--- src/rtl/nand_seq_pkg.sv ---
package nand_seq_pkg;
  localparam int COL_W    = 12;
  localparam int ROW_W    = 24;
  localparam int BYTE_W   = 8;
  localparam int ADDR_MAX = 5;
  localparam int CNT_W    = $clog2(ADDR_MAX + 1);
  localparam int TIER_W   = 2;
  localparam int OP_W     = 3;

  typedef enum logic [OP_W-1:0] {
    OP_READ  = 3'd0,
    OP_SPARE = 3'd1,
    OP_RNDO  = 3'd2,
    OP_PROG  = 3'd3,
    OP_ERASE = 3'd4,
    OP_ID    = 3'd5,
    OP_STAT  = 3'd6,
    OP_RST   = 3'd7
  } op_e;

  typedef enum logic [1:0] {
    AK_NONE  = 2'd0,
    AK_RW    = 2'd1,
    AK_ERASE = 2'd2,
    AK_ID    = 2'd3
  } addr_kind_e;

  typedef struct packed {
    logic [BYTE_W-1:0] cmd1;
    logic [BYTE_W-1:0] cmd2;
    logic              has_cmd2;
    addr_kind_e        kind;
    logic              use_spare;
  } op_info_t;
endpackage

--- src/rtl/nand_op_decode.sv ---
module nand_op_decode
  import nand_seq_pkg::*;
(
  input  op_e      op_i,
  input  logic     large_i,
  output op_info_t info_o
);
  always_comb begin
    info_o.cmd1      = 8'h00;
    info_o.cmd2      = 8'h00;
    info_o.has_cmd2  = 1'b0;
    info_o.kind      = AK_NONE;
    info_o.use_spare = 1'b0;
    unique case (op_i)
      OP_READ: begin
        info_o.kind     = AK_RW;
        info_o.cmd2     = 8'h30;
        info_o.has_cmd2 = large_i;
      end
      OP_SPARE: begin
        info_o.kind      = AK_RW;
        info_o.cmd1      = large_i ? 8'h00 : 8'h50;
        info_o.cmd2      = 8'h30;
        info_o.has_cmd2  = large_i;
        info_o.use_spare = large_i;
      end
      OP_RNDO: begin
        info_o.kind     = AK_RW;
        info_o.cmd1     = 8'h05;
        info_o.cmd2     = 8'hE0;
        info_o.has_cmd2 = large_i;
      end
      OP_PROG: begin
        info_o.kind     = AK_RW;
        info_o.cmd1     = 8'h80;
        info_o.cmd2     = 8'h10;
        info_o.has_cmd2 = 1'b1;
      end
      OP_ERASE: begin
        info_o.kind     = AK_ERASE;
        info_o.cmd1     = 8'h60;
        info_o.cmd2     = 8'hD0;
        info_o.has_cmd2 = 1'b1;
      end
      OP_ID: begin
        info_o.kind = AK_ID;
        info_o.cmd1 = 8'h90;
      end
      OP_STAT: info_o.cmd1 = 8'h70;
      OP_RST:  info_o.cmd1 = 8'hFF;
      default: info_o.cmd1 = 8'hFF;
    endcase
  end
endmodule

--- src/rtl/nand_addr_pack.sv ---
module nand_addr_pack
  import nand_seq_pkg::*;
#(
  parameter int SPARE_COL = 2048
) (
  input  addr_kind_e                         kind_i,
  input  logic                               large_i,
  input  logic                               bus16_i,
  input  logic                               use_spare_i,
  input  logic [TIER_W-1:0]                  tier_i,
  input  logic [COL_W-1:0]                   col_i,
  input  logic [ROW_W-1:0]                   row_i,
  output logic [ADDR_MAX-1:0][BYTE_W-1:0]    bytes_o,
  output logic [CNT_W-1:0]                   cnt_o
);
  logic [COL_W-1:0] col_src, col_eff;
  logic [CNT_W-1:0] tier_c;

  always_comb begin
    col_src = use_spare_i ? COL_W'(SPARE_COL) : col_i;
    col_eff = (bus16_i && kind_i == AK_RW) ? (col_src >> 1) : col_src;
    tier_c  = (tier_i > 2'd2) ? CNT_W'(2) : CNT_W'(tier_i);
    bytes_o = '0;
    cnt_o   = '0;
    unique case (kind_i)
      AK_RW: begin
        if (large_i) begin
          bytes_o[0] = col_eff[7:0];
          bytes_o[1] = BYTE_W'(col_eff >> 8);
          bytes_o[2] = row_i[7:0];
          bytes_o[3] = row_i[15:8];
          bytes_o[4] = row_i[23:16];
          cnt_o      = CNT_W'(3) + tier_c;
        end else begin
          bytes_o[0] = col_eff[7:0];
          bytes_o[1] = row_i[7:0];
          bytes_o[2] = row_i[15:8];
          bytes_o[3] = row_i[23:16];
          cnt_o      = CNT_W'(2) + tier_c;
        end
      end
      AK_ERASE: begin
        bytes_o[0] = row_i[7:0];
        bytes_o[1] = row_i[15:8];
        bytes_o[2] = row_i[23:16];
        cnt_o      = CNT_W'(1) + tier_c;
      end
      AK_ID: begin
        bytes_o[0] = col_i[7:0];
        cnt_o      = CNT_W'(1);
      end
      default: cnt_o = '0;
    endcase
  end
endmodule

--- src/rtl/nand_cmd_seq.sv ---
module nand_cmd_seq
  import nand_seq_pkg::*;
#(
  parameter int SPARE_COL = 2048
) (
  input  logic              clk_i,
  input  logic              rst_ni,
  input  logic              start_i,
  input  logic [OP_W-1:0]   op_i,
  input  logic              large_page_i,
  input  logic              bus16_i,
  input  logic [TIER_W-1:0] tier_i,
  input  logic [COL_W-1:0]  col_i,
  input  logic [ROW_W-1:0]  row_i,
  output logic              busy_o,
  output logic              done_o,
  output logic              cyc_valid_o,
  output logic              cyc_cle_o,
  output logic              cyc_ale_o,
  output logic [BYTE_W-1:0] cyc_data_o
);
  typedef enum logic [1:0] {ST_IDLE, ST_CMD1, ST_ADDR, ST_CMD2} st_e;

  st_e                             st_q, st_d;
  op_e                             op_q;
  logic                            lp_q, b16_q;
  logic [TIER_W-1:0]               tier_q;
  logic [COL_W-1:0]                col_q;
  logic [ROW_W-1:0]                row_q;
  logic [CNT_W-1:0]                idx_q, idx_d;
  logic                            done_q, done_d;
  op_info_t                        info;
  logic [ADDR_MAX-1:0][BYTE_W-1:0] abytes;
  logic [CNT_W-1:0]                acnt;
  logic                            accept;

  nand_op_decode u_dec (
    .op_i    (op_q),
    .large_i (lp_q),
    .info_o  (info)
  );

  nand_addr_pack #(.SPARE_COL(SPARE_COL)) u_pack (
    .kind_i      (info.kind),
    .large_i     (lp_q),
    .bus16_i     (b16_q),
    .use_spare_i (info.use_spare),
    .tier_i      (tier_q),
    .col_i       (col_q),
    .row_i       (row_q),
    .bytes_o     (abytes),
    .cnt_o       (acnt)
  );

  assign accept = start_i && (st_q == ST_IDLE);

  always_comb begin
    st_d   = st_q;
    idx_d  = idx_q;
    done_d = 1'b0;
    unique case (st_q)
      ST_IDLE: if (accept) st_d = ST_CMD1;
      ST_CMD1: begin
        idx_d = '0;
        if (acnt != '0)        st_d = ST_ADDR;
        else if (info.has_cmd2) st_d = ST_CMD2;
        else begin
          st_d   = ST_IDLE;
          done_d = 1'b1;
        end
      end
      ST_ADDR: begin
        if (idx_q == acnt - CNT_W'(1)) begin
          if (info.has_cmd2) st_d = ST_CMD2;
          else begin
            st_d   = ST_IDLE;
            done_d = 1'b1;
          end
        end else begin
          idx_d = idx_q + CNT_W'(1);
        end
      end
      ST_CMD2: begin
        st_d   = ST_IDLE;
        done_d = 1'b1;
      end
      default: st_d = ST_IDLE;
    endcase
  end

  always_ff @(posedge clk_i or negedge rst_ni) begin
    if (!rst_ni) begin
      st_q   <= ST_IDLE;
      idx_q  <= '0;
      done_q <= 1'b0;
      op_q   <= OP_RST;
      lp_q   <= 1'b0;
      b16_q  <= 1'b0;
      tier_q <= '0;
      col_q  <= '0;
      row_q  <= '0;
    end else begin
      st_q   <= st_d;
      idx_q  <= idx_d;
      done_q <= done_d;
      if (accept) begin
        op_q   <= op_e'(op_i);
        lp_q   <= large_page_i;
        b16_q  <= bus16_i;
        tier_q <= tier_i;
        col_q  <= col_i;
        row_q  <= row_i;
      end
    end
  end

  always_comb begin
    unique case (st_q)
      ST_CMD1: cyc_data_o = info.cmd1;
      ST_CMD2: cyc_data_o = info.cmd2;
      ST_ADDR: cyc_data_o = abytes[idx_q];
      default: cyc_data_o = '0;
    endcase
  end

  assign busy_o      = (st_q != ST_IDLE);
  assign done_o      = done_q;
  assign cyc_valid_o = busy_o;
  assign cyc_cle_o   = (st_q == ST_CMD1) || (st_q == ST_CMD2);
  assign cyc_ale_o   = (st_q == ST_ADDR);
endmodule

--- config.mk ---
export PLATFORM = sky130hd
export DESIGN_NAME = nand_cmd_seq
export DESIGN_NICKNAME = d
export VERILOG_FILES = /design/src/rtl/nand_seq_pkg.sv /design/src/rtl/nand_op_decode.sv /design/src/rtl/nand_addr_pack.sv /design/src/rtl/nand_cmd_seq.sv
export SDC_FILE = /design/constraint.sdc
export NUM_CORES = 1
export LEC_CHECK = 0
export ABC_AREA = 1
export BUFFER_PORTS_ARGS = -buffer_cell sky130_fd_sc_hd__buf_2
export CORE_AREA = 4 4 81 83
export DETAILED_ROUTE_END_ITERATION = 10
export DIE_AREA = 0 0 85 87
export PLACE_DENSITY = 0.89
export SLEW_MARGIN = 25
export SYNTH_ARGS = -nofsm -noshare
export SYNTH_HDL_FRONTEND = slang
export SYNTH_SLANG_ARGS = --single-unit
export TNS_END_PERCENT = 50
--- constraint.sdc ---
create_clock -name clk_i -period 4.5 [get_ports clk_i]
set_input_delay 0.225 -clock clk_i [delete_from_list [all_inputs] [get_ports clk_i]]
set_output_delay 0.225 -clock clk_i [all_outputs]
set_load 0.02 [all_outputs]
# ---- Word level (Yosys, flattened, before mapping)
# Index checks and enable logic that the tools add are counted.
dict set report word_totals {
  register_bits 49
  latchBits 0
  mem_bits_rw 0
  mem_bits_ro 0
  inputBits 46
  output_inout_bits 13
  elab_cells 74
  n_memories 0
}
dict set report classes {
  addsub 5
  mul 0
  div 0
  n_lt_le_gt_ge 2
  eq_ne 17
  shift 0
  muxes 29
  n_bitwise 0
  reduce_logical 12
}
# cell count
set ops {}
lappend ops {{one-hot mux 8 bit (7 select lines)} 1}
lappend ops {{one-hot mux 8 bit (3 select lines)} 2}
lappend ops {{one-hot mux 9 bit (4 select lines)} 1}
lappend ops {{2-to-1 mux 32 bit} 1}
lappend ops {{one-hot mux 16 bit (2 select lines)} 1}
lappend ops {{binary-select mux 8 bit (select 3 bit)} 1}
lappend ops {{2-to-1 mux 12 bit} 2}
lappend ops {{2-to-1 mux 16 bit} 1}
lappend ops {{2-to-1 mux 8 bit} 2}
lappend ops {{equality test 3 bit, second input constant} 4}
lappend ops {{2-to-1 mux 2 bit} 5}
lappend ops {{one-hot mux 3 bit (3 select lines)} 1}
lappend ops {{equality test 2 bit, second input constant} 4}
lappend ops {{one-hot mux 2 bit (4 select lines)} 1}
lappend ops {{2-to-1 mux 7 bit} 1}
lappend ops {{adder 2 x 3 -> 3 bit, first input constant} 2}
lappend ops {{equality test 3 x 2 -> 1 bit, second input constant} 2}
lappend ops {{2-to-1 mux 3 bit} 2}
lappend ops {{one-hot mux 2 bit (3 select lines)} 1}
lappend ops {{one-hot mux 3 bit (2 select lines)} 1}
lappend ops {{equality test 2 x 1 -> 1 bit, second input constant} 2}
lappend ops {{< comparator 3 x 4 -> 1 bit, second input constant} 1}
lappend ops {{2-to-1 mux 1 bit} 4}
lappend ops {{inequality test 2 bit, second input constant} 2}
lappend ops {{other kinds (17)} 20}

# ---- Longest topological paths before layout
# Gate-level depths: netlist (run 1).
dict set report logic_depth {
  ltp_word 11
  depth_mapped 18
  depth_no_buf 17
}

# ---- Cells and area by module
# A second synthesis (run 1) with hierarchy kept.
dict set report hier_totals {
  cells_unflattened 529
  hier_area_um2 3952.5
}
# module instances cells_each area_each_um2 seq_area_each_um2
set modules_own_cells {}
lappend modules_own_cells {nand_cmd_seq 1 270 2696.3 1229.9}
lappend modules_own_cells {nand_addr_pack 1 223 1063.5 0.0}
lappend modules_own_cells {nand_op_decode 1 36 192.7 0.0}

# ---- Worst setup path before layout (run 1)
# OpenSTA, ideal clock, no wires.
dict set report synth_path {
  path_type {register to register}
  startpoint {register op_q[0]}
  endpoint {register idx_q[0]}
  setup_time_ns 0.132
  t_arrival_ns 2.495
  required_ns 4.368
  setup_slack_ns 1.873
  stages_incl_launch_ff 19
  path_buffers 2
  period_less_slack_ns 2.627
  cell_sequence {dfstp_2 > clkbuf_2 > nand2_1 > nand2_1 > inv_1 > ha_1 > buf_2 > inv_2 > nand2_1 > o21ai_2 > nand3_2 > a21oi_1 > ha_1 > xor2_1 > nand2_1 > nand3b_4 > nand2_2 > nand3_1 > o21ai_1}
}
dict set report synth_between {
  elab_chain_cells 9
  word_cells_on_any_way 16
  classes_between {add/sub: 1; eq/ne: 10; mux: 2; reduce/logical: 3}
}
# element line_no
set synth_rtl {}
lappend synth_rtl {{from (decl)} nand_cmd_seq.sv:25} ;# op_e op_q;
lappend synth_rtl {{from (signal assigned)} nand_cmd_seq.sv:107} ;# op_q <= op_e'(op_i);
lappend synth_rtl {{equality test 3 x 1 -> 1 bit (tied with other cells)} nand_op_decode.sv:14} ;# unique case (op_i)
lappend synth_rtl {{OR reduction 4 bit (no source line)} -}
lappend synth_rtl {{one-hot mux 2 bit (3 select lines) (*)} nand_op_decode.sv:14}
lappend synth_rtl {{equality test 2 bit or equality test 2 x 1 -> 1 bit (tied branches)} nand_addr_pack.sv:25} ;# unique case (kind_i)
lappend synth_rtl {{one-hot mux 3 bit (3 select lines) (*)} nand_addr_pack.sv:25}
lappend synth_rtl {{subtractor 3 x 1 -> 3 bit (*)} nand_cmd_seq.sv:73} ;# if (idx_q == acnt - CNT_W'(1)) begin
lappend synth_rtl {{equality test 3 bit (*)} nand_cmd_seq.sv:73}
lappend synth_rtl {{inequality test 2 bit (no source line) (*)} -}
lappend synth_rtl {{AND reduction 2 bit (no source line) (*)} -}
lappend synth_rtl {{to (signal assigned)} nand_cmd_seq.sv:104} ;# idx_q <= idx_d;
lappend synth_rtl {{to (decl)} nand_cmd_seq.sv:30} ;# logic [CNT_W-1:0] idx_q, idx_d;
# Every way passes the cells marked *; elsewhere a longest branch is shown, timed or not.
# A chain may end at the register's enable or synchronous reset.

# ---- Final worst setup path (run 1)
dict set report layout_path {
  startpoint {register op_q[1]}
  endpoint {output port cyc_data_o[7]}
}
dict set report layout_between {
  elab_chain_cells 11
  word_cells_on_any_way 27
  classes_between {eq/ne: 10; mux: 13; reduce/logical: 4}
}
# element line_no
set layout_rtl {}
lappend layout_rtl {{equality test 3 x 1 -> 1 bit (tied with other cells)} nand_op_decode.sv:14}
lappend layout_rtl {{OR reduction 4 bit (no source line)} -}
lappend layout_rtl {{one-hot mux 2 bit (3 select lines)} nand_op_decode.sv:14}
lappend layout_rtl {{equality test 2 x 1 -> 1 bit} {nand_addr_pack.sv:21, nand_addr_pack.sv:25}}
lappend layout_rtl {{logical AND 1 bit} nand_addr_pack.sv:21} ;# col_eff = (bus16_i && kind_i == AK_RW) ? (col_src >> 1) : col_src;
lappend layout_rtl {{2-to-1 mux 12 bit} nand_addr_pack.sv:21}
lappend layout_rtl {{2-to-1 mux 32 bit} nand_addr_pack.sv:27} ;# if (large_i) begin
lappend layout_rtl {{one-hot mux 8 bit (3 select lines)} nand_addr_pack.sv:25}
lappend layout_rtl {{binary-select mux 8 bit (select 3 bit)} nand_cmd_seq.sv:121} ;# ST_ADDR: cyc_data_o = abytes[idx_q];
lappend layout_rtl {{2-to-1 mux 8 bit (implied by the code)} nand_cmd_seq.sv:121}
lappend layout_rtl {{one-hot mux 8 bit (3 select lines) (*)} nand_cmd_seq.sv:118} ;# unique case (st_q)
lappend layout_rtl {{to (decl)} nand_cmd_seq.sv:20} ;# output logic [BYTE_W-1:0] cyc_data_o
# Every way passes the cells marked *; elsewhere a longest branch is shown, timed or not. The select of a mux whose other input is x is not followed.

==> key figures, run 1 <==
Clock network
  • CTS tree: yes
  • Clk root buf: clkbuf_8
  • Clk_lat worst skew: 0.31 ns
  • CTS Buf Count: 5
  • Clk slew on worst S/H paths: 0.10 ns
  • Clock sinks: 49
  • Post-CTS Repair Setup Buffers: 0
  • H-Tree Depth: 2
  • Longest Clk Path Bufs: 2

Global routing
  • Initial antenna violation count: 0
  • Global-route wire length before repair: 15900 µm
  • Largest net degree at the start of global routing: 72
  • Number of global-route vias before repair: 3377
  • Grt ovf: 0
  • Gr usage total: 0.2678

Timing
  • Smallest hold slack: 0.1383 ns
  • FMAX: 300.7 MHz
  • Relative slew slack: 0.5257
  • Tmin final: 3.326 ns
  • Final number of setup-violating endpoints: 0
  • Worst slew pin tran: 0.7114 ns
  • Setup_tns: 0 ns
  • Final Slew Violations: 0
  • Crit share post-route: 0.7391
  • RSZ-0062 raised after global routing: no
  • Skew final: 0.004242 ns
  • Hold Vio Cnt, Final: 0

Pwr
  • Reg power frac: 0.288
  • P_int: 1446 µW
  • Switching part of the total: 0.5317
  • Sw Pwr: 1641 µW
  • Comb power frac: 0.621
  • PD cells: 826.5 mW/mm²
  • Max IR drop VDD: 0.4337 mV
  • Power, Total: 3087 µW
  • Clock power share: 0.091
  • LEAKAGE: 0.001940 µW

Synthesis
  • Sequential share of the synthesized area: 0.3633
  • Largest cells by area after synthesis: dfrtp_1, nand2_1, a21oi_1
  • Top_reg_cell synth: dfrtp_1
  • Cells after synthesis: 472
  • Synth warnings: 0
  • Avg Cell Area, Syn: 7.173 µm²
  • Synth area leader: dfrtp_1
  • Synth cell types: 41
  • Mapped cell area: 0.003386 mm²
  • FFs w/ async S/R, synth: 1.000
  • Number of enable flip-flop cells after synthesis: 0
  • Yosys reg bits: 49
  • Syn nets: 524
  • Share of the synthesized area in the top cell type: 0.3400

Route
  • Final ANT Viol Nets: 0
  • Initial drt markers: 242
  • Drt wl/cell: 15.74 µm
  • Via density: 5.824
  • First-pass DRT Iterations: 5
  • DRT Wirelength: 9301 µm
  • DR DRC count: 0
  • Vias: 3442

Critical path
  • CP Buf/Inv Count: 4
  • Most frequent CP cell: nand2_1
  • Critical path type: reg2out
  • Critical Path RT: 4.28 ns
  • CP max-delay cell: ha_1
  • Crit path max fanout: 17
  • Worst Setup Start Kind: flip-flop
  • Crit end category: output pin
  • Critical path, cell by cell: inv_1 > nand2_1 > nand2_1 > inv_1 > ha_1 > inv_2 > o21ai_0 > nand3b_1 > nand2_1 > nand2_1 > nand2_1 > nand2_1 > nand2_1 > nand3b_1 > buf_2
  • Critical Path AT: 3.10 ns
  • Delay of the slowest cell on the worst path: 0.59 ns
  • Crit path max-delay family: simple AND/OR/NAND/NOR gates

Die
  • Die area: 0.007395 mm²
  • FP Rows: 28
  • Core area: 0.005851 mm²
  • I/O pin cnt: 59
  • Initial Utilization: 0.5787
  • Die H: 87 µm
  • DIE WIDTH: 85 µm

Final layout
  • Diodes inserted: 0
  • Share of post-route cells with drive strength above 1: 0.1977
  • Most common cell after layout, fill and taps aside: nand2_1
  • Most frequent cells in the layout: nand2_1, buf_2, nor2_1, a21oi_1, dfrtp_1
  • Area Overhead vs Synth: 10.31%
  • Filler cell count: 525
  • Nets: 567

Job
  • Max-Cap Viols: 0

Place
  • Gp weighted congestion: 0.9157
  • Port Buffers: 58
  • HPWL Detailed: 6706 µm

Outcome
  • Status: finished, final reports clean

Min path
  • Hold crit path type: in2reg
## metrics by stage
step / utilization / instances / area (µm²) / setup slack, ns
final: 0.6384 / 591 / 3735 / 1.174
after global placement: 0.6202 / 582 / 3628 / 1.499
after global routing: 0.6384 / 591 / 3735 / 0.9112
after detailed placement: 0.6206 / 582 / 3631 / 1.290
after floorplan: - / 472 / 3386 / 1.873
after CTS: 0.6384 / 591 / 3735 / 1.232
## worst paths after layout
path	endpoint	slack (ns)	start	depth (start not counted)
worst min register to register	col_q[0]	0.53	col_q[0]	1
min in group asynchronous	col_q[11]	0.48	rst_ni	2
worst max register to register	idx_q[2]	1.19	op_q[1]	17
max in group asynchronous	row_q[17]	3.61	rst_ni	2
worst min-delay path	col_q[1]	0.14	col_i[1]	2
worst max-delay path	cyc_data_o[7]	1.17	op_q[1]	15
## metal layers
metal / track usage / share of wire / up-vias
met5: 0 / 0 / -
met4: 0.1007 / 0.029 / 0
met3: 0.03595 / 0.059 / 28
met2: 0.4647 / 0.50 / 152
met1: 0.3403 / 0.41 / 1627
li1: - / - / 1635
## sequential cells by signal, indices dropped and copies added (netlist names)
name / cells
b16_q: 1
col_q: 12
done_o: 1
idx_q: 3
lp_q: 1
op_q: 3
row_q: 24
st_q: 2
tier_q: 2
## area by class of cell
cell class | instances | area, µm² | share of cell area
multi-input cells | 349 | 1819 | 0.4871
flip-flops and latches | 49 | 1230 | 0.3293
repair buffers | 60 | 310.3 | 0.08308
inverters | 50 | 187.7 | 0.05025
well taps | 75 | 93.84 | 0.02513
clock buffers | 5 | 68.82 | 0.01843
clock inverters | 3 | 25.02 | 0.006700
## repair_timing
action | in CTS | in global routing
hold buffers | 1 | 0
gates resized for setup | 0 | 0
endpoints found under the setup margin | 0 | 0
hold endpoints to repair | 46 | 0
## cells by family after synthesis
group / synth area share
flip-flops: 0.3633
multiplexers: 0.04989
AO/OA/AOI/OAI: 0.1611
XOR/XNOR: 0.005175
AND/OR/NAND/NOR: 0.2982
buffers and inverters: 0.1001
adder cells (fa/ha/maj): 0.02217
## cell usage after synthesis, drive strengths merged (2+ instances only)
cell and instances:
nor2 52, nor3 2, o22ai 7, clkbuf 12, o211ai 3, o221ai 11, dfrtp 46, ha 6
nand4 11, buf 11, nand3b 4, a31oi 3, a21oi 51, dfstp 3, o21ai 15, mux2 15
nand2 139, nand3 25, clkinv 3, inv 47
## power by group through the flow
stage / Sequential [µW] / Clock, µW / Combinational [µW]
floorplan: 783 / 0 / 1540
global placement: 877 / 0 / 1810
detailed placement: 891 / 0 / 1880
CTS: 883 / 288 / 1890
global route: 915 / 302 / 2160
finish: 889 / 280 / 1920
Power figures use the tool's default switching activity.
==> inputs of run 2 (changes only) <==
--- a/config.mk
+++ b/config.mk
@@ -7,10 +7,10 @@
 export LEC_CHECK = 0
 export ABC_AREA = 1
 export BUFFER_PORTS_ARGS = -buffer_cell sky130_fd_sc_hd__buf_2
-export CORE_AREA = 4 4 81 83
+export CORE_AREA = 4 4 83 85
 export DETAILED_ROUTE_END_ITERATION = 10
-export DIE_AREA = 0 0 85 87
-export PLACE_DENSITY = 0.89
+export DIE_AREA = 0 0 87 89
+export PLACE_DENSITY = 0.85
 export SLEW_MARGIN = 25
 export SYNTH_ARGS = -nofsm -noshare
 export SYNTH_HDL_FRONTEND = slang
==> constraint.sdc (replaced) <==
create_clock -name clk_i -period 3.5 [get_ports clk_i]
set_input_delay 0.175 -clock clk_i [delete_from_list [all_inputs] [get_ports clk_i]]
set_output_delay 0.175 -clock clk_i [all_outputs]
set_load 0.02 [all_outputs]
==> run 2 against run 1 <==
Effect of this change: sequential cell count did not move; cell count rose by 0.51%; critical endpoint is now cyc_data_o[0]; largest cell class unchanged; critical path type unchanged; via count fell by 2.4%; global-route usage fell by 1.6 points.
==> key figures, run 2 (synthesized netlist as in run 1, its figures left out) <==
Pwr
  • LEAKAGE: 0.001952 µW
  • Max IR drop VDD: 0.5322 mV
  • Power, Total: 3956 µW
  • PD cells: 1055 mW/mm²

Critical path
  • Crit end category: output pin
  • Most frequent CP cell: nand2_1
  • Delay of the slowest cell on the worst path: 0.56 ns
  • R2R setup slack: 0.48 ns
  • R2R Path End: idx_q[0]
  • Reg2reg path depth: 16
  • Worst Setup Start Kind: flip-flop
  • Critical path type: reg2out
  • Reg2Reg Launch Point: op_q[1]
  • CP Buf/Inv Count: 4
  • Critical path, cell by cell: inv_1 > nand2_1 > nand2_1 > ha_1 > nand2_2 > clkinv_1 > a21oi_1 > o21ai_0 > nand3_1 > nand2_1 > inv_1 > nand2_1 > nand2_1 > nand2_1 > buf_2
  • Critical Path RT: 3.32 ns
  • Crit path max fanout: 17
  • Critical Path AT: 3.09 ns
  • Crit path max-delay family: simple AND/OR/NAND/NOR gates
  • Crit. path cell count: 15
  • CP max-delay cell: dfstp_2

Global routing
  • GR Layer Usage met3: 0.04055
  • Largest net degree at the start of global routing: 50
  • Busiest grt layer: met2
  • Grt met1 use: 0.3169
  • Gr usage total: 0.2513
  • Met2 Use GR: 0.4334
  • Global-route wire length before repair: 15440 µm
  • Grt ovf: 0
  • Initial antenna violation count: 0
  • Number of global-route vias before repair: 3313

Final layout
  • Diodes inserted: 0
  • Most common cell after layout, fill and taps aside: nand2_1
  • Nets: 568
  • Filler cell count: 598
  • Share of post-route cells with drive strength above 1: 0.1992
  • Biggest register: row_q
  • Final core occ: 0.6046
  • Largest registers: row_q x24, col_q x12
  • Most frequent cells in the layout: nand2_1, buf_2, nor2_1, a21oi_1, dfrtp_1
  • Max FFs per register: 24
  • Area Overhead vs Synth: 10.79%

Job
  • Max-Cap Viols: 0

Route
  • DRT Wirelength: 9111 µm
  • Vias: 3358
  • Via density: 5.653
  • First-pass DRT Iterations: 5
  • Initial drt markers: 309
  • Drt wl/cell: 15.34 µm
  • DR DRC count: 0
  • Final ANT Viol Nets: 0

Timing
  • RSZ-0062 raised after global routing: no
  • Hold Vio Cnt, Final: 0
  • Tmin final: 3.264 ns
  • Setup_tns: 0 ns
  • Skew final: 0.004961 ns
  • Worst slew pin tran: 0.6737 ns
  • Final Slew Violations: 0
  • Crit share post-route: 0.9325
  • Relative slew slack: 0.5498
  • FMAX: 306.4 MHz
  • Final number of setup-violating endpoints: 0
  • Setup ws final: 0.2363 ns

Die
  • FP Rows: 29
  • Core area: 0.006205 mm²
  • Die H: 89 µm
  • Die area: 0.007743 mm²
  • Initial Utilization: 0.5457
  • I/O pin cnt: 59
  • DIE WIDTH: 87 µm

Clock network
  • Clock sinks: 49
  • Post-CTS Repair Setup Buffers: 0
  • CTS Buf Count: 5
  • Clk slew on worst S/H paths: 0.10 ns
  • CTS Hold Bufs: 1
  • CTS tree: yes
  • Clk root buf: clkbuf_8
  • H-Tree Depth: 2
  • Clk_lat worst skew: 0.31 ns
  • Longest Clk Path Bufs: 2
  • Cts repair resizes: 0

Place
  • Port Buffers: 58
  • Place WS: 0.5447 ns
  • HPWL Detailed: 6570 µm
  • Gp weighted congestion: 0.9166

Min path
  • Worst hold path depth: 2
  • Hold Path Sink: col_q[0]
  • Hold crit path type: in2reg
  • HP Start: col_i[0]

Outcome
  • Status: finished, final reports clean
[run 2: area by class of cell]
type / instances / area, µm² / area share
Clock buffer: 6 / 82.58 / 0.02201
Inverter: 50 / 187.7 / 0.05003
Sequential cell: 49 / 1230 / 0.3279
Tap cell: 77 / 96.34 / 0.02568
Clock inverter: 2 / 17.52 / 0.004670
Timing Repair Buffer: 61 / 317.8 / 0.08472
Multi-Input combinational cell: 349 / 1819 / 0.4850
[run 2: where the power goes]
group,total (µW),internal [µW],leakage [µW],switching (µW)
combinational,2450,862,0.00135,1580
clock,379,165,0.0000518,215
sequential,1130,851,0.000553,280
[run 2: stage by stage]
step	cells	hold slack, ns	instance area, µm²
final	594	0.08137	3751
after global routing	594	0.08426	3751
after CTS	594	0.08489	3751
after detailed placement	585	0.2406	3641
after global placement	585	0.4068	3638
after floorplan	472	-0.1206	3386
[run 2: layer usage]
metal  routed length [µm]  share of wire
met2                 4443           0.49
met4                  269          0.030
met3                  613          0.067
met1                 3784           0.42
met5                    0              0
[run 2: worst reg2reg max path, delay by kind of cell, from the launching register on]
family          cells  cell delay [ns]
compound gates      3             0.33
flops               1             0.56
buf+inv             1             0.12
fa+ha+maj           2             0.58
xor+xnor            1             0.14
simple gates        9             1.19
[run 2: worst max-delay path by stage]
stage	startpoint	end	slack [ns]
finish	op_q[1]	cyc_data_o[0]	0.24
global route	op_q[1]	cyc_data_o[0]	0.05
CTS	op_q[1]	cyc_data_o[0]	0.29
detailed placement	op_q[1]	idx_q[0]	0.54
global placement	op_q[1]	idx_q[0]	0.68
floorplan	op_q[0]	idx_q[0]	0.87
==> inputs of run 3 (changes only) <==
--- a/config.mk
+++ b/config.mk
@@ -7,12 +7,13 @@
 export LEC_CHECK = 0
 export ABC_AREA = 1
 export BUFFER_PORTS_ARGS = -buffer_cell sky130_fd_sc_hd__buf_2
-export CORE_AREA = 4 4 83 85
+export CORE_AREA = 4 4 88 90
 export DETAILED_ROUTE_END_ITERATION = 10
-export DIE_AREA = 0 0 87 89
-export PLACE_DENSITY = 0.85
+export DIE_AREA = 0 0 92 94
+export PLACE_DENSITY = 0.86
 export SLEW_MARGIN = 25
 export SYNTH_ARGS = -nofsm -noshare
 export SYNTH_HDL_FRONTEND = slang
+export SYNTH_HIERARCHICAL = 1
 export SYNTH_SLANG_ARGS = --single-unit
 export TNS_END_PERCENT = 50
==> run 3 against run 2 <==
Effect of this change: critical path depth up 1; non-clock buffer count up 2; die area up 12%; global-route usage down 0.39 points; worst setup slack better by 0.13 ns; via count up 11%; sequential cell count unchanged; combinational power up 33%; register-to-register slack better by 0.06 ns; cell count up 13%; critical path type unchanged; critical endpoint unchanged; largest cell class unchanged; highest routed layer unchanged.
==> key figures, run 3 <==
Min path
  • Hold crit path type: in2reg

Critical path
  • Worst Setup Start Kind: flip-flop
  • CP Buf/Inv Count: 3
  • Crit end category: output pin
  • Most frequent CP cell: nand2_1
  • CP max-delay cell: dfstp_2
  • Critical Path RT: 3.32 ns
  • Critical path type: reg2out
  • Crit path max fanout: 10
  • Critical path, cell by cell: inv_2 > nor2_1 > inv_1 > ha_1 > nand2_2 > nand3_1 > nand3_1 > nand2_1 > a21oi_1 > nand2_1 > nand3_1 > nand2_1 > nand2_1 > nand2_1 > nand3_1 > buf_2
  • Crit path max-delay family: simple AND/OR/NAND/NOR gates
  • Critical Path AT: 2.96 ns
  • Delay of the slowest cell on the worst path: 0.63 ns

Final layout
  • Filler cell count: 667
  • Post-route insts no fill: 673
  • Biggest register: row_q
  • Diodes inserted: 0
  • Max FFs per register: 24
  • Most common cell after layout, fill and taps aside: nand2_1
  • Finished Cell Area: 0.004325 mm²
  • Most frequent cells in the layout: nand2_1, buf_2, inv_1
  • Share of post-route cells with drive strength above 1: 0.2404
  • Area Overhead vs Synth: 9.433%
  • Largest registers: row_q x24, col_q x12
  • Nets: 627

Route
  • Via density: 5.563
  • Final ANT Viol Nets: 0
  • DR DRC count: 0
  • First-pass DRT Iterations: 5
  • Initial drt markers: 396
  • DRT Wirelength: 10190 µm
  • Drt wl/cell: 15.14 µm
  • Vias: 3744

Pwr
  • PD cells: 1151 mW/mm²
  • Clock power share: 0.088
  • P_int: 2395 µW
  • LEAKAGE: 0.002304 µW
  • Reg power frac: 0.258
  • Max IR drop VDD: 0.4435 mV
  • Sw Pwr: 2583 µW
  • Switching part of the total: 0.5189
  • Comb power frac: 0.655

Synthesis
  • Count leader, synth: nand2_1
  • Synth cell types: 36
  • Avg Cell Area, Syn: 7.472 µm²
  • Share of the synthesized area in the top cell type: 0.2912
  • Largest cells by area after synthesis: dfrtp_1, mux2_4, nand2_1
  • Sequential share of the synthesized area: 0.3112
  • FFs w/ async S/R, synth: 1.000
  • Synth warnings: 6
  • Top_reg_cell synth: dfrtp_1
  • Synth area leader: dfrtp_1
  • Cells after synthesis: 529
  • Most frequent cells after synthesis: nand2_1, inv_1, a21oi_1
  • Mapped cell area: 0.003953 mm²
  • Number of enable flip-flop cells after synthesis: 0
  • Yosys reg bits: 49

Global routing
  • Grt ovf: 0
  • Largest net degree at the start of global routing: 50
  • Global-route wire length before repair: 17040 µm
  • Initial antenna violation count: 0
  • Gr usage total: 0.2474
  • Number of global-route vias before repair: 3692

Job
  • Max-Cap Viols: 0

Place
  • Gp weighted congestion: 0.9615
  • HPWL Detailed: 7603 µm
  • Port Buffers: 58
  • Placed Instances: 664
  • DP Area: 0.004197 mm²

Timing
  • FMAX: 319.0 MHz
  • RSZ-0062 raised after global routing: no
  • Setup_tns: 0 ns
  • Final number of setup-violating endpoints: 0
  • Final Slew Violations: 0
  • Relative slew slack: 0.4663
  • Crit share post-route: 0.8957
  • Hold Vio Cnt, Final: 0
  • Worst slew pin tran: 0.8005 ns
  • Tmin final: 3.135 ns
  • Skew final: 0.007596 ns

Clock network
  • CTS tree: yes
  • CTS Buf Count: 5
  • Longest Clk Path Bufs: 2
  • Clock sinks: 49
  • Post-CTS Repair Setup Buffers: 0
  • Cts repair resizes: 0
  • H-Tree Depth: 2
  • Clk_lat worst skew: 0.31 ns
  • Clk root buf: clkbuf_8
  • Clk slew on worst S/H paths: 0.11 ns

Die
  • Core area: 0.007059 mm²
  • I/O pin cnt: 59
  • Die H: 94 µm
  • Initial Utilization: 0.5599
  • DIE WIDTH: 92 µm
  • Die area: 0.008648 mm²
  • FP Rows: 31

Outcome
  • Status: finished, final reports clean
## run 3: cell types whose count changed in the layout (fill, tap and decap cells not counted), sizes merged, moves of 3 or more
cell,delta
mux2,+28
nand3,+28
nor2,-23
o21ai,+19
inv,+18
nand2,+13
nand4,-10
o221ai,-10
conb,+4
nand3b,-4
a31oi,-3
o211ai,-3
o22ai,-3
## run 3: kinds of logic (layout without fill, tap and decap cells)
group / Yosys count / after routing / synth area share
AO/OA/AOI/OAI: 93 / 93 / 0.1254
multiplexers: 43 / 43 / 0.1605
buffers and inverters: 96 / 138 / 0.1171
XOR/XNOR: 1 / 1 / 0.002216
other: 1 / 4 / 0.0009488
adder cells (fa/ha/maj): 8 / 8 / 0.02533
AND/OR/NAND/NOR: 238 / 238 / 0.2574
flip-flops: 49 / 49 / 0.3112
## run 3: path summary, 6_finish.rpt
kind / startpoint / depth (start not counted) / endpoint / slack [ns]
setup reg to reg: op_q[2] / 20 / idx_q[1] / 0.54
hold reg to reg: row_q[1] / 1 / row_q[1] / 0.52
min in group asynchronous: rst_ni / 2 / row_q[10] / 0.40
setup / recovery: op_q[2] / 16 / cyc_data_o[0] / 0.37
hold / removal: row_i[3] / 2 / row_q[3] / 0.08
max in group asynchronous: rst_ni / 2 / row_q[20] / 2.69
## run 3: per-layer routing
metal  wire length [µm]  part of all wire  vias up  track usage
li1                   -                 -     1789            -
met1               4276              0.42     1726       0.3160
met2               4729              0.46      194       0.3996
met3                791             0.078       35      0.05449
met4                389             0.038        0       0.1163
met5                  0                 0        -            0
## run 3: area by class of cell
cell class | instances | area (µm²) | area share
Inverter | 67 | 251.5 | 0.05814
Tap cell | 99 | 123.9 | 0.02864
Timing Repair Buffer | 63 | 332.8 | 0.07695
Clock buffer | 5 | 68.82 | 0.01591
Multi-Input combinational cell | 387 | 2271 | 0.5250
Sequential cell | 49 | 1230 | 0.2844
Clock inverter | 3 | 47.55 | 0.01099
## run 3: metrics by stage
step | worst slack [ns] | util | hold WS, ns | total power, µW
6_report | 0.3651 | 0.6127 | 0.07954 | 4979
3_3_place_gp | 0.7517 | 0.5945 | 0.3998 | 4410
5_1_grt | 0.09605 | 0.6127 | 0.07301 | 5439
3_5_place_dp | 0.6156 | 0.5945 | 0.4089 | 4489
2_1_floorplan | 0.9082 | - | -0.1206 | 3791
4_1_cts | 0.3903 | 0.6110 | 0.06871 | 4939
## run 3: repair_timing
item | CTS | global route
hold buffers | 0 | 1
setup endpoints to repair | 0 | 0
hold endpoints to repair | 0 | 46
## run 3: power by group through the flow
stage | sequential, µW | clock, µW | combinational, µW
after floorplan | 1090 | 0 | 2710
after global placement | 1270 | 0 | 3140
after detailed placement | 1280 | 0 | 3210
after CTS | 1270 | 442 | 3230
after global routing | 1320 | 463 | 3650
final | 1280 | 436 | 3260
